==> src/rtl/fus_pkg.sv <==
package fus_pkg;
   localparam int CFG_W = 4;

   // Extract the 4-bit setting of class c from a packed per-class vector.
   function automatic int cfg_field(logic [63:0] vec, int c);
      logic [CFG_W-1:0] f;
      f = vec[c*CFG_W +: CFG_W];
      return {28'd0, f};
   endfunction
endpackage

==> src/rtl/fus_ready_fifo.sv <==
module fus_ready_fifo #(
   parameter int W     = 7,
   parameter int DEPTH = 4
) (
   input  logic         clk_i,
   input  logic         rst_ni,
   input  logic         push_i,
   input  logic [W-1:0] din_i,
   input  logic         pop_i,
   output logic [W-1:0] dout_o,
   output logic         empty_o
);
   localparam int AW = $clog2(DEPTH);

   if (DEPTH < 2 || (1 << AW) != DEPTH) begin : g_bad_depth
      $error("fus_ready_fifo: DEPTH must be a power of two of at least 2");
   end

   logic [W-1:0] mem_q [DEPTH];
   logic [AW:0]  wp_q, rp_q;
   logic         full, do_push, do_pop;

   assign empty_o = (wp_q == rp_q);
   assign full    = (wp_q[AW] != rp_q[AW]) && (wp_q[AW-1:0] == rp_q[AW-1:0]);
   assign do_push = push_i && !full;
   assign do_pop  = pop_i && !empty_o;
   assign dout_o  = mem_q[rp_q[AW-1:0]];

   always_ff @(posedge clk_i) begin
      if (do_push) mem_q[wp_q[AW-1:0]] <= din_i;
   end

   always_ff @(posedge clk_i or negedge rst_ni) begin
      if (!rst_ni) begin
         wp_q <= '0;
         rp_q <= '0;
      end else begin
         if (do_push) wp_q <= wp_q + 1'b1;
         if (do_pop)  rp_q <= rp_q + 1'b1;
      end
   end
endmodule

==> src/rtl/fus_delay_line.sv <==
module fus_delay_line #(
   parameter int W     = 1,
   parameter int DEPTH = 1
) (
   input  logic         clk_i,
   input  logic         rst_ni,
   input  logic [W-1:0] d_i,
   output logic [W-1:0] q_o
);
   if (DEPTH < 1) begin : g_bad_depth
      $error("fus_delay_line: DEPTH must be at least 1");
   end

   if (DEPTH == 1) begin : g_single
      logic [W-1:0] stg_q;
      always_ff @(posedge clk_i or negedge rst_ni) begin
         if (!rst_ni) stg_q <= '0;
         else         stg_q <= d_i;
      end
      assign q_o = stg_q;
   end else begin : g_chain
      logic [W-1:0] stg_q [DEPTH];
      always_ff @(posedge clk_i or negedge rst_ni) begin
         if (!rst_ni) begin
            for (int i = 0; i < DEPTH; i++) stg_q[i] <= '0;
         end else begin
            stg_q[0] <= d_i;
            for (int i = 1; i < DEPTH; i++) stg_q[i] <= stg_q[i-1];
         end
      end
      assign q_o = stg_q[DEPTH-1];
   end
endmodule

==> src/rtl/fus_class_lane.sv <==
module fus_class_lane #(
   parameter int SLOT_W = 3,
   parameter int TAG_W  = 4,
   parameter int QDEPTH = 4,
   parameter int UNITS  = 1,
   parameter int REP    = 1,
   parameter int LAT    = 1
) (
   input  logic                            clk_i,
   input  logic                            rst_ni,
   input  logic                            push_vld_i,
   input  logic [SLOT_W+TAG_W-1:0]         push_ent_i,
   input  logic [(1<<SLOT_W)*TAG_W-1:0]    live_tag_i,
   output logic                            issue_o,
   output logic                            waiter_rel_o,
   output logic                            unit_free_o,
   output logic                            cmp_vld_o,
   output logic [SLOT_W-1:0]               cmp_slot_o
);
   localparam int EW = SLOT_W + TAG_W;
   localparam int CW = $clog2(UNITS + 1);

   logic [EW-1:0]     head;
   logic              head_empty, head_stale, can_issue, rel_now;
   logic [SLOT_W-1:0] head_slot, mat_slot;
   logic [TAG_W-1:0]  head_tag, mat_tag;
   logic [EW:0]       cmp_q;
   logic [CW-1:0]     free_q, free_d;

   fus_ready_fifo #(.W(EW), .DEPTH(QDEPTH)) u_rdyq (
      .clk_i, .rst_ni,
      .push_i (push_vld_i),
      .din_i  (push_ent_i),
      .pop_i  (can_issue || head_stale),
      .dout_o (head),
      .empty_o(head_empty)
   );

   assign head_slot  = head[EW-1:TAG_W];
   assign head_tag   = head[TAG_W-1:0];
   assign head_stale = !head_empty && (live_tag_i[head_slot*TAG_W +: TAG_W] != head_tag);
   assign can_issue  = !head_empty && !head_stale && ((free_q != '0) || rel_now);

   // Unit release event, REP cycles after issue
   fus_delay_line #(.W(1), .DEPTH(REP)) u_rel (
      .clk_i, .rst_ni, .d_i(can_issue), .q_o(rel_now)
   );

   // Completion event, LAT cycles after issue, carrying slot and tag
   fus_delay_line #(.W(EW+1), .DEPTH(LAT)) u_cmp (
      .clk_i, .rst_ni, .d_i({can_issue, head}), .q_o(cmp_q)
   );

   assign mat_slot = cmp_q[EW-1:TAG_W];
   assign mat_tag  = cmp_q[TAG_W-1:0];

   always_comb begin
      case ({rel_now, can_issue})
         2'b10:   free_d = free_q + 1'b1;
         2'b01:   free_d = free_q - 1'b1;
         default: free_d = free_q;
      endcase
   end

   always_ff @(posedge clk_i or negedge rst_ni) begin
      if (!rst_ni) free_q <= CW'(UNITS);
      else         free_q <= free_d;
   end

   assign issue_o      = can_issue;
   assign waiter_rel_o = head_stale;
   assign unit_free_o  = rel_now;
   assign cmp_vld_o    = cmp_q[EW] && (live_tag_i[mat_slot*TAG_W +: TAG_W] == mat_tag);
   assign cmp_slot_o   = mat_slot;
endmodule

==> src/rtl/fus_issue_sched.sv <==
module fus_issue_sched #(
   parameter int          NUM_CLASS  = 3,
   parameter int          ADDR_CLASS = 2,
   parameter int          SLOT_W     = 3,
   parameter int          TAG_W      = 4,
   parameter int          QDEPTH     = 4,
   parameter logic [63:0] REPEAT_VEC = 64'h131,
   parameter logic [63:0] LAT_VEC    = 64'h253,
   parameter logic [63:0] UNITS_VEC  = 64'h112
) (
   input  logic                            clk_i,
   input  logic                            rst_ni,
   input  logic [NUM_CLASS-1:0]            push_vld_i,
   input  logic [NUM_CLASS*SLOT_W-1:0]     push_slot_i,
   input  logic [NUM_CLASS*TAG_W-1:0]      push_tag_i,
   input  logic [(1<<SLOT_W)*TAG_W-1:0]    live_tag_i,
   output logic [NUM_CLASS-1:0]            issue_o,
   output logic [NUM_CLASS-1:0]            waiter_rel_o,
   output logic [NUM_CLASS-1:0]            unit_free_o,
   output logic [NUM_CLASS-1:0]            done_vld_o,
   output logic [NUM_CLASS*SLOT_W-1:0]     done_slot_o,
   output logic                            addr_done_vld_o,
   output logic [SLOT_W-1:0]               addr_done_slot_o
);
   if (NUM_CLASS < 1 || NUM_CLASS > 16) begin : g_bad_nc
      $error("fus_issue_sched: NUM_CLASS must be 1..16");
   end
   if (ADDR_CLASS < 0 || ADDR_CLASS >= NUM_CLASS) begin : g_bad_ac
      $error("fus_issue_sched: ADDR_CLASS out of range");
   end

   for (genvar c = 0; c < NUM_CLASS; c++) begin : g_cls
      localparam int REP   = fus_pkg::cfg_field(REPEAT_VEC, c);
      localparam int LAT   = fus_pkg::cfg_field(LAT_VEC, c);
      localparam int UNITS = fus_pkg::cfg_field(UNITS_VEC, c);

      if (REP < 1 || LAT < 1 || UNITS < 1) begin : g_bad_cfg
         $error("fus_issue_sched: interval, latency and units must be nonzero");
      end

      logic              cmp_vld;
      logic [SLOT_W-1:0] cmp_slot;

      fus_class_lane #(
         .SLOT_W(SLOT_W), .TAG_W(TAG_W), .QDEPTH(QDEPTH),
         .UNITS(UNITS), .REP(REP), .LAT(LAT)
      ) u_lane (
         .clk_i, .rst_ni,
         .push_vld_i  (push_vld_i[c]),
         .push_ent_i  ({push_slot_i[c*SLOT_W +: SLOT_W], push_tag_i[c*TAG_W +: TAG_W]}),
         .live_tag_i  (live_tag_i),
         .issue_o     (issue_o[c]),
         .waiter_rel_o(waiter_rel_o[c]),
         .unit_free_o (unit_free_o[c]),
         .cmp_vld_o   (cmp_vld),
         .cmp_slot_o  (cmp_slot)
      );

      if (c == ADDR_CLASS) begin : g_addr
         assign addr_done_vld_o                 = cmp_vld;
         assign addr_done_slot_o                = cmp_slot;
         assign done_vld_o[c]                   = 1'b0;
         assign done_slot_o[c*SLOT_W +: SLOT_W] = '0;
      end else begin : g_exec
         assign done_vld_o[c]                   = cmp_vld;
         assign done_slot_o[c*SLOT_W +: SLOT_W] = cmp_slot;
      end
   end
endmodule

==> config.mk <==
export PLATFORM = sky130hd
export DESIGN_NAME = fus_issue_sched
export DESIGN_NICKNAME = d
export VERILOG_FILES = /design/src/rtl/fus_pkg.sv /design/src/rtl/fus_ready_fifo.sv /design/src/rtl/fus_delay_line.sv /design/src/rtl/fus_class_lane.sv /design/src/rtl/fus_issue_sched.sv
export SDC_FILE = /design/constraint.sdc
export NUM_CORES = 1
export LEC_CHECK = 0
export ABC_AREA = 1
export BUFFER_PORTS_ARGS = -buffer_cell sky130_fd_sc_hd__buf_2
export CAP_MARGIN = 20
export CELL_PAD_IN_SITES_DETAIL_PLACEMENT = 2
export CELL_PAD_IN_SITES_GLOBAL_PLACEMENT = 2
export CORE_AREA = 2 2 141 171
export DETAILED_ROUTE_END_ITERATION = 8
export DIE_AREA = 0 0 143 173
export PLACE_DENSITY = 0.95
export SLEW_MARGIN = 20
export SYNTH_ARGS = -nofsm -noshare
export SYNTH_HDL_FRONTEND = slang
export SYNTH_SLANG_ARGS = --single-unit
==> constraint.sdc <==
create_clock -name clk_i -period 7.2 [get_ports clk_i]
set_clock_uncertainty 0.2 [all_clocks]
set_input_delay 0 -clock clk_i [delete_from_list [all_inputs] [get_ports clk_i]]
set_output_delay 0 -clock clk_i [all_outputs]
set_load 0.05 [all_outputs]
Word-level counts from Yosys, hierarchy flattened
Memory sizes are Yosys's and may differ from the RTL's.
Index checks and enable logic that the tools add are counted.
{"block": "totals", "memories": 3, "ramBits": 84, "in_bits": 58, "regBits": 107}
{"block": "classes", "n_shift": 6, "n_eq_ne": 21, "n_reduce_logical": 40, "addsub": 12, "mux": 9}
{"memory": "g_cls[0].u_lane.u_rdyq.mem_q", "words": 4, "word_bits": 7, "rd": 1, "rd_ports_with_merged_regs": 0, "write_ports": 1, "line_no": "fus_ready_fifo.sv:19", "rtl": "logic [W-1:0] mem_q [DEPTH];"}
{"memory": "g_cls[1].u_lane.u_rdyq.mem_q", "words": 4, "word_bits": 7, "rd": 1, "rd_ports_with_merged_regs": 0, "write_ports": 1, "line_no": "fus_ready_fifo.sv:19"}
{"memory": "g_cls[2].u_lane.u_rdyq.mem_q", "words": 4, "word_bits": 7, "rd": 1, "rd_ports_with_merged_regs": 0, "write_ports": 1, "line_no": "fus_ready_fifo.sv:19"}
{"operator": "32-bit by 6-bit variable part select with 4-bit output", "n": 6}
{"operator": "1-bit logical AND", "n": 21}
{"operator": "3-bit by 1-bit adder with 3-bit output (second input constant)", "n": 6}
{"operator": "4-bit == test", "n": 3}
{"operator": "4-bit inequality test", "n": 3}
{"operator": "3-bit == test", "n": 3}
{"operator": "1-bit zero test", "n": 9}
{"operator": "2-bit nonzero test", "n": 4}
{"operator": "2-bit by 1-bit == test with 1-bit output (second input constant)", "n": 3}
{"operator": "2-bit == test", "n": 3}
{"operator": "2-bit == test (second input constant)", "n": 3}
{"operator": "1-bit logical OR", "n": 6}
{"operator": "1-bit 2-to-1 mux", "n": 6}
{"operator": "1-bit one-hot mux with 2 select lines", "n": 2}
{"operator": "2-bit one-hot mux with 2 select lines", "n": 1}
{"operator": "1-bit inequality test", "n": 3}
{"operator": "1-bit adder (second input constant)", "n": 2}
{"operator": "2-bit by 1-bit adder with 2-bit output (second input constant)", "n": 1}
{"operator": "1-bit subtractor (second input constant)", "n": 2}
{"operator": "2-bit by 1-bit subtractor with 2-bit output (second input constant)", "n": 1}

Depth between registers and ports, before layout
An unclocked memory read counts as a cell.
{"block": "depth", "depth_word": 9, "ltp_mapped": 22}

Hierarchy
From an unflattened synthesis, not the netlist that was laid out.
{"block": "unflattened", "cells_unflattened": 1096, "area_unflattened_um2": 9684.3}
{"mod": "fus_ready_fifo (g_cls[1].u_lane.u_rdyq ...)", "seq_area_each_um2": 991.0, "instances": 2, "area_per_inst_um2": 1476.4, "cells_each": 127}
{"mod": "fus_ready_fifo (g_cls[0].u_lane.u_rdyq)", "seq_area_each_um2": 991.0, "instances": 1, "area_per_inst_um2": 1500.2, "cells_each": 127}
{"mod": "fus_delay_line (g_cls[1].u_lane.u_cmp)", "seq_area_each_um2": 1001.0, "instances": 1, "area_per_inst_um2": 1061.0, "cells_each": 48}
{"mod": "fus_class_lane (g_cls[0].u_lane)", "seq_area_each_um2": 51.3, "instances": 1, "area_per_inst_um2": 1022.2, "cells_each": 203}
{"mod": "fus_class_lane (g_cls[2].u_lane)", "seq_area_each_um2": 26.3, "instances": 1, "area_per_inst_um2": 954.7, "cells_each": 200}
{"mod": "fus_class_lane (g_cls[1].u_lane)", "seq_area_each_um2": 26.3, "instances": 1, "area_per_inst_um2": 898.4, "cells_each": 196}
{"mod": "fus_delay_line (g_cls[0].u_lane.u_cmp)", "seq_area_each_um2": 600.6, "instances": 1, "area_per_inst_um2": 660.6, "cells_each": 32}
{"mod": "fus_delay_line (g_cls[2].u_lane.u_cmp)", "seq_area_each_um2": 400.4, "instances": 1, "area_per_inst_um2": 460.4, "cells_each": 24}
{"mod": "fus_delay_line (g_cls[1].u_lane.u_rel)", "seq_area_each_um2": 75.1, "instances": 1, "area_per_inst_um2": 75.1, "cells_each": 3}
{"mod": "fus_delay_line (g_cls[0].u_lane.u_rel ...)", "seq_area_each_um2": 25.0, "instances": 2, "area_per_inst_um2": 25.0, "cells_each": 1}
{"mod": "fus_issue_sched", "seq_area_each_um2": 0.0, "instances": 1, "area_per_inst_um2": 48.8, "cells_each": 7}

Least setup slack after synthesis
No wires, ideal clock.
{"block": "synth_timing", "kind": "register -> output", "from": "reg g_cls[2].u_lane.u_cmp.g_chain.stg_q, in the netlist g_cls[2].u_lane.u_cmp.q_o[4]", "to": "out addr_done_vld_o", "slack_ns": 4.130, "path_stages_with_launch": 9, "arrival_ns": 2.870, "t_required_ns": 7.000, "path_buffers": 1, "cell_sequence": "dfrtp_1 > inv_2 > clkbuf_1 > o21ai_0 > nand3_1 > nand2_1 > xnor2_1 > or3_1 > nor4_1"}
{"block": "synth_via", "elab_chain_cells": 3}
{"item": "start: declaration", "line_no": "fus_delay_line.sv:22", "rtl": "logic [W-1:0] stg_q [DEPTH];"}
{"item": "32-bit by 6-bit variable part select with 4-bit output", "line_no": "fus_class_lane.sv:73", "rtl": "assign cmp_vld_o = cmp_q[EW] && (live_tag_i[mat_slot*TAG_W +: TAG_W] == mat_tag);"}
{"item": "4-bit == test", "line_no": "fus_class_lane.sv:73"}
{"item": "1-bit logical AND", "line_no": "fus_class_lane.sv:73"}
{"item": "end: declaration", "line_no": "fus_issue_sched.sv:22", "rtl": "output logic addr_done_vld_o,"}
Every way passes these cells.

Worst setup path in the final report
{"block": "layout_timing", "from": "reg g_cls[1].u_lane.u_rdyq.rp_q[0]", "to": "out issue_o[1]"}
{"block": "layout_via", "elab_chain_cells": 7, "elab_cells_between_ends": 9, "classes_between": "2 x eq/ne; 1 x shift; 5 x reduce/logical; 1 x memory"}
{"item": "start: declaration", "line_no": "fus_ready_fifo.sv:20", "rtl": "logic [AW:0] wp_q, rp_q;"}
{"item": "start signal: assignment", "line_no": "fus_ready_fifo.sv:39", "rtl": "if (do_pop) rp_q <= rp_q + 1'b1;"}
{"item": "memory 4 x 7 bit"}
{"item": "32-bit by 6-bit variable part select with 4-bit output", "line_no": "fus_class_lane.sv:41", "rtl": "assign head_stale = !head_empty && (live_tag_i[head_slot*TAG_W +: TAG_W] != head_tag);"}
{"item": "4-bit inequality test", "line_no": "fus_class_lane.sv:41"}
{"item": "1-bit logical AND", "line_no": "fus_class_lane.sv:41"}
{"item": "1-bit zero test", "line_no": "fus_class_lane.sv:42", "rtl": "assign can_issue = !head_empty && !head_stale && ((free_q != '0) || rel_now);"}
{"item": "1-bit logical AND * (2 in a row)", "line_no": "fus_class_lane.sv:42"}
{"item": "end: declaration", "line_no": "fus_issue_sched.sv:17", "rtl": "output logic [NUM_CLASS-1:0] issue_o,"}
Every way passes the cells marked *; elsewhere a longest branch is shown, timed or not.

==> impl_metrics.toml <==
[pwr]
p_int_mw = 2.79
power.leakage_nw = 4.75
combPwrFrac_pct = 50.8
p_sw_share_pct = 50.0
vdd_ir_drop_max_mv = 0.201
p_seq_share_pct = 32.8
power_density_nw_per_um2 = 526
clkPwrFrac_pct = 16.4
p_sw_mw = 2.80

[die]
die_area_sq_um = 24700
die_w_microns = 143
start_util_pct = 40.6
die_y_microns = 173
ios = 83
core_area_sq_um = 23000
num_rows = 61

[finish]
diodes = 0
drive_gt1_share_pct = 17.3
area_growth_pct = 13.9
final_common_cell = "nand2_1"
final_area_sq_um = 10600
final_cell_mix = "192 x nand2_1, 151 x nand3_1, 99 x dfrtp_1"
nets = 1141

[route]
vias_per_cell = 5.49
postRouteAntennaNets = 0
wl_per_cell_microns = 23.0
drc = 0
firstDrtPassIters = 5
dr.first_iter.drc_count = 511
wl_microns = 32000
vias = 7661

[synthesis]
yosys.area_share.simple_pct = 24.8
postSynthCellCount = 993
synth_edf_count = 84
synth-xor-area-share_pct = 1.97
synth-compound-area-share_pct = 8.39
synth_top_cell_area_share_pct = 27.1
syn_area_sq_um = 9320
ys_async_sr_fraction_pct = 54.8
synth_area_leaders = "edfxtp_1 27%, dfrtp_1 27%, nand3_1 8.1%"
dominantRegCellSynth = "dfrtp_1"
yosys.area.top_type = "edfxtp_1"
synth.distinct_cells = 46
yosys_warnings = 0
synth_mux_area_share_pct = 0
synth_top_family_by_area = "simple AND/OR/NAND/NOR gates"
synthAdderAreaFrac_pct = 2.15
avgSynthCellArea_sq_um = 9.39
postSynthRegisterBits = 186
ys_seq_area_share_pct = 54.5

[timing]
slew_headroom_pct = 40.1
fin_crit_ps = 3550
period_share_pct = 49.3
setup_tns_ps = 0
final_max_slew_viol_count = 0
max_freq_ghz = 0.282
finalHoldViolations = 0
rsz0062_at_grt = "no"
setup_viol = 0
tightest_slew_ps = 896

[critical_path]
critical_path_class = "flip-flop to output pin"
cpMostUsedCell = "nand2_1"
worstPathMaxFanout = 18
arrival_ps = 3350
cpPeakStageDelay_ps = 780
cp_cell_sequence = "inv_4 -> nand2_2 -> nand3_4 -> nand2_4 -> nand2_1 -> nand2_1 -> nand2_1 -> nand2_1 -> nand2_1 -> nand2_1 -> nand2_1 -> nand2_1 -> nand2_1 -> inv_2 -> nand4_4 -> inv_1 -> buf_2"
slowest_stage = "dfrtp_1"
end_kind = "output pin"
start_kind = "flip-flop"
required_ps = 7000

[grt]
grt_first_pass_wirelength_microns = 49600
antenna_found_initial = 0
grt_pass1_vias = 8483
overflow = 0
track_usage_pct = 26.7
grt_max_degree = 80

[place]
numPortBuffers = 78
dp_hpwl_microns = 21500
gp_congestion = 0.851
placedInstanceArea_sq_um = 9760

[clocking]
cts_resized = 0
clock_sinks = 186
clk_latency_ps = 450
path_clk_slew_ps = 80
numCtsBuffers = 17
htree_num_levels = 4
cts_buffer_depth = 2
cts_tree = "built"
cts-root-buf = "clkbuf_16"

[outcome]
outcome = "complete, no violations"

[job]
maxCapViolCount = 0

[worst_hold_path]
holdCritPathClass = "input pin to flip-flop"
==> cell usage after synthesis (8+ instances only) <==
cell type and count:
edfxtp_1 84, nand2_2 23, a21oi_1 58, xor2_1 14
inv_1 82, nand2_1 192, clkbuf_1 10, inv_2 16
nand3_1 151, dfrtp_1 99, or2_1 15, o21ai_1 10
ha_1 16, nor2_1 51, a32oi_1 8, buf_2 10
o21ai_0 54, buf_4 29
==> worst max-delay path: cells and delay by family, from the launching register on <==
kind	cells	cell delay [ps]
buffers and inverters	4	730
flip-flops	1	780
AND/OR/NAND/NOR	13	1350
==> routing by layer <==
metal / global-route usage, % / vias to the layer above / routed length [microns]
li1: - / 3441 / -
met5: 0 / - / 0
met4: 11.2 / 0 / 1170
met1: 32.1 / 3884 / 12800
met3: 5.23 / 81 / 1590
met2: 46.2 / 255 / 16500
==> path summary, 6_finish.rpt <==
kind / start / end / slack (ps) / cells after the start
max: g_cls[1].u_lane.u_rdyq.rp_q[0] / issue_o[1] / 3650 / 17
min: live_tag_i[22] / g_cls[0].u_lane.u_cmp.g_chain.stg_q[23] / 60 / 8
max reg2reg: g_cls[0].u_lane.u_rdyq.rp_q[0] / g_cls[0].u_lane.free_q[1] / 3710 / 18
min reg2reg: g_cls[0].u_lane.u_cmp.g_chain.stg_q[12] / g_cls[0].u_lane.u_cmp.q_o[4] / 140 / 0
max in group asynchronous: rst_ni / g_cls[1].u_lane.free_q / 5500 / 5
min in group asynchronous: rst_ni / g_cls[0].u_lane.u_rdyq.wp_q[0] / 470 / 4
==> power groups by stage <==
| stage | registers [mW] | logic [mW] | clock network [mW] |
|---|---|---|---|
| final | 1.83 | 2.84 | 0.919 |
| after global routing | 1.88 | 3.16 | 0.967 |
| after CTS | 1.83 | 2.84 | 0.933 |
| after detailed placement | 1.84 | 2.75 | 0 |
| after global placement | 1.80 | 2.53 | 0 |
| after floorplan | 1.65 | 2.28 | 0 |
==> final cells by class <==
class	count	area [sq um]
Clock buffer	17	425
Clock inverter	15	134
Fill cell	2423	12400
Inverter	101	387
Multi-Input combinational cell	654	3500
Sequential cell	186	5080
Tap cell	315	394
Timing Repair Buffer	107	701
==> cell families after synthesis <==
| kind of cell | count (synthesis) |
|---|---|
| compound gates | 141 |
| xor+xnor | 21 |
| fa+ha+maj | 16 |
| buf+inv | 156 |
| flops | 186 |
| other cells | 1 |
| simple gates | 472 |
==> sequential cells by signal, indices dropped and copies added, names as in the netlist <==
signal                            cells
g_cls.u_lane.u_cmp.q_o               24
g_cls.u_lane.u_rdyq.mem_q            84
g_cls.u_lane.u_rdyq.rp_q              9
g_cls.u_lane.u_cmp.g_chain.stg_q     56
g_cls.u_lane.free_q                   4
g_cls.u_lane.u_rdyq.wp_q              9
==> through the flow <==
stage	power (mW)	setup slack (ps)	hold slack [ps]	std cells	util (%)
6_report	5.59	3650	64.8	1395	46.2
5_1_grt	6.00	3360	106	1395	46.2
4_1_cts	5.60	3620	62.2	1394	46.1
3_5_place_dp	4.59	3850	-261	1335	42.5
3_3_place_gp	4.32	4120	-260	1335	42.5
2_1_floorplan	3.93	4130	-496	996	-
==> repair_timing <==
item	4_1_cts	5_1_grt
buffers inserted	0	0
hold buffers	27	0
hold endpoints to repair	113	0
(Power assumes the default switching activity.)
